$ cat config.mk
export PLATFORM = sky130hd
export DESIGN_NAME = edca_backoff_engine
export DESIGN_NICKNAME = d
export VERILOG_FILES = /design/src/rtl/edca_pkg.sv /design/src/rtl/edca_idle_timer.sv /design/src/rtl/edca_ac_unit.sv /design/src/rtl/edca_txop_timer.sv /design/src/rtl/edca_backoff_engine.sv
export SDC_FILE = /design/constraint.sdc
export NUM_CORES = 1
export LEC_CHECK = 0
export BUFFER_PORTS_ARGS = -buffer_cell sky130_fd_sc_hd__buf_4
export CELL_PAD_IN_SITES_DETAIL_PLACEMENT = 1
export CELL_PAD_IN_SITES_GLOBAL_PLACEMENT = 1
export CORE_MARGIN = 3
export CORE_UTILIZATION = 49
export CTS_CLUSTER_SIZE = 16
export DETAILED_ROUTE_END_ITERATION = 10
export GPL_ROUTABILITY_DRIVEN = 0
export MAX_ROUTING_LAYER = met4
export PLACE_DENSITY = 0.88
export RECOVER_POWER = 100
export SLEW_MARGIN = 40
export SYNTH_ARGS = -nofsm -noshare
export SYNTH_HDL_FRONTEND = slang
export SYNTH_SLANG_ARGS = --single-unit
$ cat constraint.sdc
create_clock -name clk -period 20 [get_ports clk]
set_input_delay 4 -clock clk [delete_from_list [all_inputs] [get_ports clk]]
set_output_delay 4 -clock clk [all_outputs]
set_load 0.01 [all_outputs]
$ cat src/rtl/edca_pkg.sv
package edca_pkg;
  localparam int NUM_AC = 4;
  localparam int RND_W  = 16;

  typedef enum logic [1:0] {
    MODE_TXOP_RULE  = 2'd0,
    MODE_PIFS       = 2'd1,
    MODE_BACKOFF    = 2'd2,
    MODE_SIFS_CHAIN = 2'd3
  } access_mode_e;

  // Fibonacci LFSR, taps 16,14,13,11.
  function automatic logic [RND_W-1:0] lfsr_step(input logic [RND_W-1:0] s);
    return {s[14:0], s[15] ^ s[13] ^ s[12] ^ s[10]};
  endfunction

  // Window exponent: floor plus failure stage, clamped at the ceiling.
  function automatic logic [3:0] cw_exp(input logic [3:0] cmin, input logic [3:0] cmax,
                                        input logic [3:0] stage);
    logic [4:0] sum;
    sum = {1'b0, cmin} + {1'b0, stage};
    if (sum > {1'b0, cmax}) return cmax;
    return sum[3:0];
  endfunction

  function automatic logic [RND_W-1:0] cw_mask(input logic [3:0] e);
    return (RND_W'(1) << e) - RND_W'(1);
  endfunction

  // Rotate left by sh (< 16) and mask to the window.
  function automatic logic [RND_W-1:0] draw_backoff(input logic [RND_W-1:0] rnd,
                                                    input int unsigned sh,
                                                    input logic [3:0] e);
    logic [2*RND_W-1:0] dbl;
    dbl = {rnd, rnd} << sh;
    return dbl[2*RND_W-1:RND_W] & cw_mask(e);
  endfunction
endpackage

$ cat src/rtl/edca_idle_timer.sv
module edca_idle_timer #(
  parameter int unsigned CLKS_PER_US = 40
) (
  input  logic       clk,
  input  logic       rst_n,
  input  logic       medium_busy,
  input  logic [7:0] sifs_us,
  input  logic [7:0] slot_us,
  output logic       in_slots,
  output logic [4:0] slots,
  output logic       slot_tick
);
  localparam int PW = (CLKS_PER_US > 1) ? $clog2(CLKS_PER_US) : 1;
  localparam logic [PW-1:0] US_LAST = PW'(CLKS_PER_US - 1);

  logic [PW-1:0] us_cnt;
  logic [7:0]    ph_us;
  logic          us_tick, sifs_end;
  logic [8:0]    ph_next;

  assign us_tick   = !medium_busy && (us_cnt == US_LAST);
  assign ph_next   = {1'b0, ph_us} + 9'd1;
  assign sifs_end  = us_tick && !in_slots && (ph_next >= {1'b0, sifs_us});
  assign slot_tick = us_tick && in_slots && (ph_next >= {1'b0, slot_us});

  always_ff @(posedge clk) begin
    if (!rst_n || medium_busy) begin
      us_cnt   <= '0;
      ph_us    <= '0;
      in_slots <= 1'b0;
      slots    <= '0;
    end else begin
      us_cnt <= us_tick ? '0 : us_cnt + PW'(1);
      if (sifs_end) begin
        in_slots <= 1'b1;
        ph_us    <= '0;
      end else if (slot_tick) begin
        ph_us <= '0;
        if (slots != 5'h1F) slots <= slots + 5'd1;
      end else if (us_tick) begin
        ph_us <= ph_us + 8'd1;
      end
    end
  end

  // a busy medium restarts interframe timing
  assert_busy_restarts_R5: assert property (@(posedge clk) disable iff (!rst_n)
    medium_busy |=> (!in_slots && slots == 5'd0));
endmodule

$ cat src/rtl/edca_ac_unit.sv
module edca_ac_unit
  import edca_pkg::*;
#(
  parameter int unsigned IDX = 0
) (
  input  logic             clk,
  input  logic             rst_n,
  input  logic [3:0]       aifsn,
  input  logic [3:0]       cwmin,
  input  logic [3:0]       cwmax,
  input  logic [1:0]       mode,
  input  logic             pending,
  input  logic             in_slots,
  input  logic [4:0]       slots,
  input  logic             slot_tick,
  input  logic             hold,
  input  logic             lose,
  input  logic             end_ok,
  input  logic             end_fail,
  input  logic [RND_W-1:0] rnd,
  output logic             ready
);
  logic [3:0]       stage, stage_nxt;
  logic [RND_W-1:0] bo_q;
  logic             last_ok;
  logic             draw_ev, aifs_done, count_en;

  assign draw_ev   = lose || end_ok || end_fail;
  assign stage_nxt = end_ok ? 4'd0 : ((stage == 4'hF) ? stage : stage + 4'd1);
  assign aifs_done = in_slots && ({1'b0, aifsn} <= slots);
  assign count_en  = slot_tick && pending && !hold && aifs_done && (bo_q != '0);

  always_comb begin
    ready = 1'b0;
    if (pending && !hold) begin
      case (access_mode_e'(mode))
        MODE_PIFS:       ready = (slots != 5'd0);
        MODE_SIFS_CHAIN: ready = last_ok ? in_slots : (aifs_done && bo_q == '0);
        default:         ready = aifs_done && (bo_q == '0);
      endcase
    end
  end

  always_ff @(posedge clk) begin
    if (!rst_n) begin
      stage   <= '0;
      bo_q    <= '0;
      last_ok <= 1'b0;
    end else if (draw_ev) begin
      stage   <= stage_nxt;
      bo_q    <= draw_backoff(rnd, 4 * IDX, cw_exp(cwmin, cwmax, stage_nxt));
      last_ok <= end_ok;
    end else if (count_en) begin
      bo_q <= bo_q - RND_W'(1);
    end
  end

  // without a draw the backoff never grows
  assert_backoff_no_rise_R3: assert property (@(posedge clk) disable iff (!rst_n)
    !draw_ev |=> (bo_q <= $past(bo_q)));
  // a busy medium freezes the count
  assert_busy_freezes_R5: assert property (@(posedge clk) disable iff (!rst_n)
    (hold && !draw_ev) |=> $stable(bo_q));
endmodule

$ cat src/rtl/edca_txop_timer.sv
module edca_txop_timer #(
  parameter int unsigned TXOP_W      = 8,
  parameter int unsigned CLKS_PER_US = 40
) (
  input  logic              clk,
  input  logic              rst_n,
  input  logic              start,
  input  logic [TXOP_W-1:0] limit,
  input  logic              tx_ok,
  input  logic              tx_fail,
  output logic              active,
  output logic              end_ok,
  output logic              end_fail
);
  localparam int CW = TXOP_W + 5 + $clog2(CLKS_PER_US + 1);

  logic [TXOP_W-1:0] lim_q;
  logic [CW-1:0]     cnt, win;
  logic              expire;

  assign win      = (CW'(lim_q) << 5) * CW'(CLKS_PER_US);
  assign expire   = active && (lim_q != '0) && (cnt == win - CW'(1));
  assign end_fail = active && tx_fail;
  assign end_ok   = active && !tx_fail && ((tx_ok && lim_q == '0) || expire);

  always_ff @(posedge clk) begin
    if (!rst_n) begin
      active <= 1'b0;
      lim_q  <= '0;
      cnt    <= '0;
    end else if (start) begin
      active <= 1'b1;
      lim_q  <= limit;
      cnt    <= '0;
    end else if (end_ok || end_fail) begin
      active <= 1'b0;
    end else if (active) begin
      cnt <= cnt + CW'(1);
    end
  end

  // a zero limit holds the window until a result arrives
  assert_zero_limit_holds_R8: assert property (@(posedge clk) disable iff (!rst_n)
    (active && lim_q == '0 && !tx_ok && !tx_fail) |=> active);
  // a failure closes the window
  assert_fail_closes_R10: assert property (@(posedge clk) disable iff (!rst_n)
    (active && tx_fail) |=> !active);
endmodule

$ cat src/rtl/edca_backoff_engine.sv
module edca_backoff_engine
  import edca_pkg::*;
#(
  parameter int unsigned TXOP_W      = 8,
  parameter int unsigned CLKS_PER_US = 40,
  parameter logic [15:0] LFSR_SEED   = 16'hACE1
) (
  input  logic                     clk,
  input  logic                     rst_n,
  input  logic                     medium_busy,
  input  logic                     tx_ok,
  input  logic                     tx_fail,
  input  logic [NUM_AC-1:0]        ac_pending,
  input  logic [2*NUM_AC-1:0]      ac_mode,
  input  logic [4*NUM_AC-1:0]      aifsn_cfg,
  input  logic [4*NUM_AC-1:0]      cwmin_cfg,
  input  logic [4*NUM_AC-1:0]      cwmax_cfg,
  input  logic [TXOP_W*NUM_AC-1:0] txop_cfg,
  input  logic [7:0]               sifs_us,
  input  logic [7:0]               slot_us,
  output logic                     grant,
  output logic [1:0]               grant_ac,
  output logic                     txop_active
);
  logic              in_slots, slot_tick, hold, any_ready, draw_any;
  logic              end_ok, end_fail;
  logic [4:0]        slots;
  logic [NUM_AC-1:0] ready, lose;
  logic [1:0]        winner;
  logic [RND_W-1:0]  lfsr;

  assign hold = medium_busy || txop_active;

  edca_idle_timer #(.CLKS_PER_US(CLKS_PER_US)) u_idle (
    .clk(clk), .rst_n(rst_n), .medium_busy(medium_busy),
    .sifs_us(sifs_us), .slot_us(slot_us),
    .in_slots(in_slots), .slots(slots), .slot_tick(slot_tick));

  for (genvar i = 0; i < NUM_AC; i++) begin : g_ac
    assign lose[i] = ready[i] && (winner != 2'(i));
    edca_ac_unit #(.IDX(i)) u_ac (
      .clk(clk), .rst_n(rst_n),
      .aifsn(aifsn_cfg[4*i +: 4]), .cwmin(cwmin_cfg[4*i +: 4]),
      .cwmax(cwmax_cfg[4*i +: 4]), .mode(ac_mode[2*i +: 2]),
      .pending(ac_pending[i]), .in_slots(in_slots), .slots(slots),
      .slot_tick(slot_tick), .hold(hold), .lose(lose[i]),
      .end_ok(end_ok && grant_ac == 2'(i)),
      .end_fail(end_fail && grant_ac == 2'(i)),
      .rnd(lfsr), .ready(ready[i]));
  end

  // Highest ready index wins.
  always_comb begin
    winner = 2'd0;
    for (int i = 0; i < NUM_AC; i++)
      if (ready[i]) winner = 2'(i);
  end

  assign any_ready = |ready;
  assign draw_any  = end_ok || end_fail || (|lose);

  edca_txop_timer #(.TXOP_W(TXOP_W), .CLKS_PER_US(CLKS_PER_US)) u_txop (
    .clk(clk), .rst_n(rst_n), .start(any_ready),
    .limit(txop_cfg[winner*TXOP_W +: TXOP_W]),
    .tx_ok(tx_ok), .tx_fail(tx_fail),
    .active(txop_active), .end_ok(end_ok), .end_fail(end_fail));

  always_ff @(posedge clk) begin
    if (!rst_n) begin
      grant    <= 1'b0;
      grant_ac <= '0;
      lfsr     <= LFSR_SEED;
    end else begin
      grant <= any_ready;
      if (any_ready) grant_ac <= winner;
      if (draw_any)  lfsr <= lfsr_step(lfsr);
    end
  end

  // grant is a single pulse
  assert_single_grant_R6: assert property (@(posedge clk) disable iff (!rst_n)
    grant |=> !grant);
  // the window only opens through a grant
  assert_open_by_grant_R6: assert property (@(posedge clk) disable iff (!rst_n)
    $rose(txop_active) |-> grant);
  // no grant while a window is open
  assert_no_grant_in_txop_R8: assert property (@(posedge clk) disable iff (!rst_n)
    txop_active |=> (!grant || $fell(txop_active) || !$past(txop_active)));
endmodule

### Word level (Yosys, flattened, before mapping)

Index checks and enable logic that the tools add are counted.

* bits in registers: 151
* bits in latches: 0
* RAM bits: 0
* memory bits (read-only): 0
* input port bits: 113
* output and inout port bits: 4
* logic and storage cells: 246
* memories kept: 0

* add/sub/neg operators: 22
* $mul: 1
* divide/modulo/power cells: 0
* $lt $le $gt $ge: 10
* equal/unequal tests: 21
* shift-type cells: 5
* mux-type cells: 61
* bitwise gates (word level): 10
* reduce and logical (&&, ||, !) cells: 94

Operators by type and width (number)
* $mux W16: 8
* $mux W4: 24
* $and A16 B16 Y16: 4
* $logic_not A16 Y1: 4
* $reduce_bool A16 Y1: 4
* $shl A1 B4 Y16 const A: 4
* $sub A16 B1 Y16 const B: 4
* $sub A16 B2 Y16 const B: 4
* $logic_and A1 B1 Y1: 51
* $shiftx A32 B6 Y8: 1
* $mux W1: 23
* $add A4 B4 Y5: 4
* $gt A5 B4 Y1: 4
* $le A4 B5 Y1: 4
* $add A19 B1 Y19 const B: 1
* $eq A19 B19 Y1: 1
* $sub A19 B1 Y19 const B: 1
* $ge A9 B8 Y1: 2
* $add A4 B1 Y4 const B: 4
* $eq A4 B4 Y1 const B: 4
* $logic_or A1 B1 Y1: 13
* $eq A2 B2 Y1 const B: 6
* $reduce_bool A2 Y1: 6
* $mul A8 B3 Y11 const B: 1
* other kinds (24): 42

### Depth between registers and ports, before layout

* word-level depth: 22
* mapped depth: 31
* gate-level depth less buffers: 29

### Modules after synthesis

From an unflattened synthesis, not the netlist that was laid out.

* cells, all modules: 1737
* area, all modules: 13538.0 µm²

Modules (own cells, without submodules)
* edca_ac_unit (g_ac[0].u_ac ...): times used 3, cells each 291, area an instance 2190.9 µm², sequential area each 420.4 µm²
* edca_txop_timer: times used 1, cells each 267, area an instance 2265.9 µm², sequential area each 560.5 µm²
* edca_ac_unit (g_ac[1].u_ac): times used 1, cells each 296, area an instance 2172.1 µm², sequential area each 420.4 µm²
* edca_idle_timer: times used 1, cells each 169, area an instance 1365.1 µm², sequential area each 400.4 µm²
* edca_backoff_engine: times used 1, cells each 132, area an instance 1162.4 µm², sequential area each 380.4 µm²

### Least setup slack after synthesis

No wires, ideal clock.

* path kind: input-to-reg
* start: input tx_fail
* end: register g_ac[1].u_ac.bo_q[4]
* setup time: 59 ps
* data arrival time: 8840 ps
* data required time: 19941 ps
* path slack: 11102 ps
* stages on the path: 21
* path buffers: 2
* cells stage by stage: inv_1 clkbuf_1 nand3_1 and2_1 ha_1 fa_1 ha_1 nor2b_1 o21a_1 o21a_1 o21a_1 o21ai_0 nand2_1 clkbuf_1 or4_1 ha_1 a211oi_1 nand3_1 or4_1 a31oi_1 o211a_1

* longest elaborated chain between the ends: 17
* elaborated cells on any way between the ends: 22
* classes of those cells: 2 x add/sub; 1 x order compare; 1 x shift; 8 x mux; 1 x bitwise; 9 x reduce/logical

Ends and longest elaborated chain
* start, declared: line edca_backoff_engine.sv:12 `input logic tx_fail,`
* $logic_not A1 Y1 (*): line edca_txop_timer.sv:24 `assign end_ok = active && !tx_fail && ((tx_ok && lim_q == '0) || expire);`
* $logic_and A1 B1 Y1 (*) (2 in series): line edca_txop_timer.sv:24
* $logic_and A1 B1 Y1 (*): line edca_backoff_engine.sv:47 `.end_ok(end_ok && grant_ac == 2'(i)),`
* $mux W4 (*): line edca_ac_unit.sv:29 `assign stage_nxt = end_ok ? 4'd0 : ((stage == 4'hF) ? stage : stage + 4'd1);`
* net g_ac[1].u_ac.stage_nxt[0]: line edca_ac_unit.sv:23 `logic [3:0] stage, stage_nxt;`
* $add A4 B4 Y5 (*): line edca_pkg.sv:21 `sum = {1'b0, cmin} + {1'b0, stage};`
* $gt A5 B4 Y1: line edca_pkg.sv:22 `if (sum > {1'b0, cmax}) return cmax;`
* $mux W1: line edca_pkg.sv:22
* $mux W1: line edca_ac_unit.sv:49 `end else if (draw_ev) begin`
* $mux W1: line edca_ac_unit.sv:45 `if (!rst_n) begin`
* $mux W4 (*): line edca_pkg.sv:23 `return sum[3:0];`
* $mux W4 (*): line edca_ac_unit.sv:49
* $mux W4 (*): line edca_ac_unit.sv:45
* $shl A1 B4 Y16 (*): line edca_pkg.sv:27 `return (RND_W'(1) << e) - RND_W'(1);`
* $sub A16 B2 Y16 (*): line edca_pkg.sv:27
* $and A16 B16 Y16 (*): line edca_pkg.sv:36 `return dbl[2*RND_W-1:RND_W] & cw_mask(e);`
* $mux W16 (*): line edca_ac_unit.sv:49
* end signal, assigned: line edca_ac_unit.sv:51 `bo_q <= draw_backoff(rnd, 4 * IDX, cw_exp(cwmin, cwmax, stage_nxt));`
* end signal, assigned: line edca_ac_unit.sv:54 `bo_q <= bo_q - RND_W'(1);`
* end, declared: line edca_ac_unit.sv:24 `logic [RND_W-1:0] bo_q;`

The timed path passes the listed nets; every way through them passes the cells marked *. The select of a mux whose other input is x is not followed.
A chain may end at the register's enable or synchronous reset.

### Worst setup path after layout

* start: input tx_ok
* end: register g_ac[1].u_ac.bo_q[4]

* longest elaborated chain between the ends: 17
* elaborated cells on any way between the ends: 20
* classes of those cells: 2 x add/sub; 1 x order compare; 1 x shift; 8 x mux; 1 x bitwise; 7 x reduce/logical

Ends and longest elaborated chain
* start, declared: line edca_backoff_engine.sv:11 `input logic tx_ok,`
* $logic_and A1 B1 Y1 (*): line edca_txop_timer.sv:24
* $logic_or A1 B1 Y1 (*): line edca_txop_timer.sv:24
* $logic_and A1 B1 Y1 (*): line edca_txop_timer.sv:24
* $logic_and A1 B1 Y1 (*): line edca_backoff_engine.sv:47
* $mux W4 (*): line edca_ac_unit.sv:29
* net g_ac[1].u_ac.stage_nxt[0]: line edca_ac_unit.sv:23
* $add A4 B4 Y5 (*): line edca_pkg.sv:21
* $gt A5 B4 Y1: line edca_pkg.sv:22
* [... 2 more ...]
* $mux W1: line edca_ac_unit.sv:45
* $mux W4 (*): line edca_pkg.sv:23
* $mux W4 (*): line edca_ac_unit.sv:49
* $mux W4 (*): line edca_ac_unit.sv:45
* $shl A1 B4 Y16 (*): line edca_pkg.sv:27
* $sub A16 B2 Y16 (*): line edca_pkg.sv:27
* $and A16 B16 Y16 (*): line edca_pkg.sv:36
* $mux W16 (*): line edca_ac_unit.sv:49

Marked as above.

==> results.md <==
## Status
• **outcome** finished, violations left
• **violations in the final reports** max-capacitance violations, max-slew violations

## Placement
• **hpwl dp** 27800 um
• **pre-CTS WS** 10.08 ns
• **Placed Cells** 1911
• **instance area at placement** 13100 um2
• **port buffer count** 116

## GRT
• **via count of the first global-routing pass** 12200
• **global-route wire length before repair** 61300 um
• **largest net degree at the start of global routing** 61
• **overall routing resource usage** 29.2%
• **grt total ovfl** 0
• **antenna violations before repair** 0

## Setup path
• **start point of the critical path** tx_ok
• **ordered cell list for the critical path** clkbuf_4 -> nand2_1 -> o21ai_0 -> clkbuf_1 -> nand3_1 -> and2_0 -> ha_1 -> fa_1 -> ha_1 -> nor2b_1 -> o21a_1 -> o21a_1 -> o21a_1 -> o21ai_0 -> nand2_1 -> or4_1 -> ha_1 -> a211oi_1 -> nand3_1 -> or4_1 -> a31oi_1 -> o211a_1
• **data required time of the critical path** 20.38 ns
• **delay of the slowest critical-path stage** 0.61 ns
• **crit path max fanout** 14
• **Buffers & Inverters on Critical Path** 2
• **endpoint type of the worst setup path** flop
• **CP Data Arrival Time** 10.16 ns
• **slowest stage cell on the critical path** or4_1
• **launch instance of the worst register-to-register path** u_txop.lim_q[0]$_SDFFE_PN0P_
• **kind of start point of the critical path** input pin
• **kind of critical path** input pin to flop
• **kind of cell with the highest combined delay on the critical path** simple AND/OR/NAND/NOR gates

## Final layout
• **share of cells above drive strength 1** 11.3%
• **number of nets in the finished design** 1824
• **Layout Cells excl Fill** 1943
• **Finished Cell Area** 13600 um2
• **Area growth, synth to finish** 13.9%
• **Inserted Diodes** 0
• **post-layout util** 57.3%
• **area occupied by multi-input gates** 8350 um2
• **fillcell total** 2906
• **flip-flop and latch area** 3020 um2

## STA
• **Total Neg Setup Slack** 0 ns
• **skew final** 0.0149 ns
• **Hold Slack** 0.489 ns
• **maximum operating frequency** 102 MHz
• **shortest period the worst path allows** 9.78 ns
• **share of the cycle needed by the critical path after routing** 48.9%
• **worst-margin pin slew** 3.03 ns
• **total count of max-transition violations in the final report** 125
• **relative slew slack** -102%
• **least setup slack across all paths after layout** 10.22 ns
• **count of final hold-check violations** 0
• **unrepaired setup endpoints after global routing** no
• **Setup-failing EPs final** 0

## Drt
• **routed wire length per instance** 19.5 um
• **number of vias in the routed layout** 11800
• **detailed-routing iteration count for the pre-antenna-repair pass** 5
• **Post-DRT Antenna Nets** 0
• **number of vias per cell after detailed routing** 6.07
• **number of DRC markers after the initial detailed-route iteration** 848
• **total wirelength of the detailed-routed design** 37800 um
• **Post-route DRC** 0

## CTS
• **TritonCTS clock tree** done
• **CTS buffer count** 17
• **CTS Buffer Depth** 2
• **number of buffers inserted by hold repair at cts** 0
• **clock slew at reported path FFs** 0.06 ns
• **total setup buffers inserted after CTS** 0
• **Clk Latency, worst-skew pair** 0.45 ns
• **maximum level of the CTS H-tree** 4
• **cell chosen for the clock root** clkbuf_16
• **number of sinks handled by clock tree synthesis** 151
• **CTS-repair resized insts** 0

## Yosys
• **yosys warns** 0
• **share of synthesized registers carrying an async set or reset** 0%
• **post-synthesis sequential area ratio** 25.3%
• **Synthesized Nets** 1739
• **Cell variety after synth** 85
• **number of flip-flops and latches in the synthesized netlist** 151
• **Top FF cell, synth** dfxtp_1
• **Syn Std Cell Area** 12000 um2
• **average instance area after synthesis** 7.84 um2
• **Synth Instances** 1526
• **number of enable-type register cells in the synthesized netlist** 0

## Power
• **Power, Total** 0.909 mW
• **worst supply voltage drop on vdd** 0.0552 mV
• **pwr dens** 66.7 nW/um2
• **total leakage power** 5.51 nW

## Die
• **number of placement rows** 56
• **number of top-level pins** 117
• **horizontal die dimension** 162 um
• **Die Ht** 162 um
• **area of the die** 26300 um2
• **area of the core region** 23800 um2
• **initial standard-cell utilization of the core** 50.3%

## Hold path
• **worst min-delay path startpoint** u_idle.us_cnt[0]$_SDFF_PP0_
• **worst min-delay path category** flop to flop

## Flow run
• **max-capacitance violation count** 3

-- final cells by class --
class / count / share of cell area [%]
Clock inverter: 13 / 1.26
Sequential cell: 151 / 22.2
Multi-Input combinational cell: 1231 / 61.3
Inverter: 78 / 2.15
Clock buffer: 19 / 3.18
Tap cell: 319 / 2.93
Timing Repair Buffer: 132 / 6.97
-- worst register-to-register path, delay by kind of cell (launching register included) --
family,cells,cell delay [ns]
fa+ha+maj,7,2.15
flops,1,0.50
simple gates,8,2.60
buf+inv,2,0.46
compound gates,12,3.07
xor+xnor,1,0.24
-- flip-flops by register name, summed over array words and instances (netlist names) --
register           count
g_ac.u_ac.bo_q        64
g_ac.u_ac.last_ok      4
g_ac.u_ac.stage       16
grant                  1
grant_ac               2
lfsr                  16
u_idle.in_slots        1
u_idle.ph_us           8
u_idle.slots           5
u_idle.us_cnt          6
u_txop.active          1
u_txop.cnt            19
u_txop.lim_q           8
-- placed cells by master, fill, tap and decap left out, types with 19 or more instances in the layout --
master,n
buf_4,119
o211ai_1,20
nand2_1,126
o21a_1,46
xor2_1,55
a21oi_1,104
nand3_1,70
a211oi_1,34
xnor2_1,75
nor3_1,32
nand4_1,33
and3_1,28
nor2_1,127
ha_1,95
dfxtp_1,151
a21o_1,20
inv_1,77
o21ai_0,83
mux2i_1,29
nor4_1,19
-- cells by family after synthesis --
kind of cell | Yosys count | synth area share, %
mux | 32 | 2.71
simple gates | 561 | 24.1
fa+ha+maj | 100 | 10.8
buf+inv | 144 | 5.00
flops | 151 | 25.3
xor+xnor | 130 | 9.52
compound gates | 408 | 22.6
-- synthesized netlist by cell type (32+ instances only) --
library cell / count / area, um2
nor3_1: 33 / 165
ha_1: 95 / 1190
xnor2_1: 75 / 657
o21a_1: 46 / 345
nand2_1: 126 / 473
inv_1: 77 / 289
nor2_1: 127 / 477
a211oi_1: 32 / 240
o21ai_0: 76 / 380
clkbuf_1: 47 / 176
xor2_1: 55 / 482
nand4_1: 33 / 206
nand3_1: 70 / 350
dfxtp_1: 151 / 3020
a21oi_1: 105 / 526
-- metal layers --
metal  global-route usage [%]  routed length [um]  up-vias  share of wire, %
met3                     5.18                2060       66               5.4
met1                     35.9               16900     5688                45
met4                     9.03                 813        0               2.2
li1                         -                   -     5724                 -
met2                     49.0               18100      314                48
met5                        -                   0        -                 0
-- report_power, final --
part	switching, mW	total [mW]	leakage, nW	internal [mW]
sequential	0.00969	0.316	1.22	0.307
clock	0.142	0.340	0.277	0.198
combinational	0.152	0.253	4.02	0.101
-- path summary, 6_finish.rpt --
check	endpoint	slack [ns]	cells past startpoint
max	g_ac[1].u_ac.bo_q[4]$_SDFFE_PN0P_	10.22	22
min reg2reg	u_idle.us_cnt[0]$_SDFF_PP0_	0.49	1
min	u_idle.us_cnt[0]$_SDFF_PP0_	0.49	1
max reg2reg	g_ac[1].u_ac.bo_q[4]$_SDFFE_PN0P_	10.89	30
No activity file was read; power rests on OpenSTA's default activity.
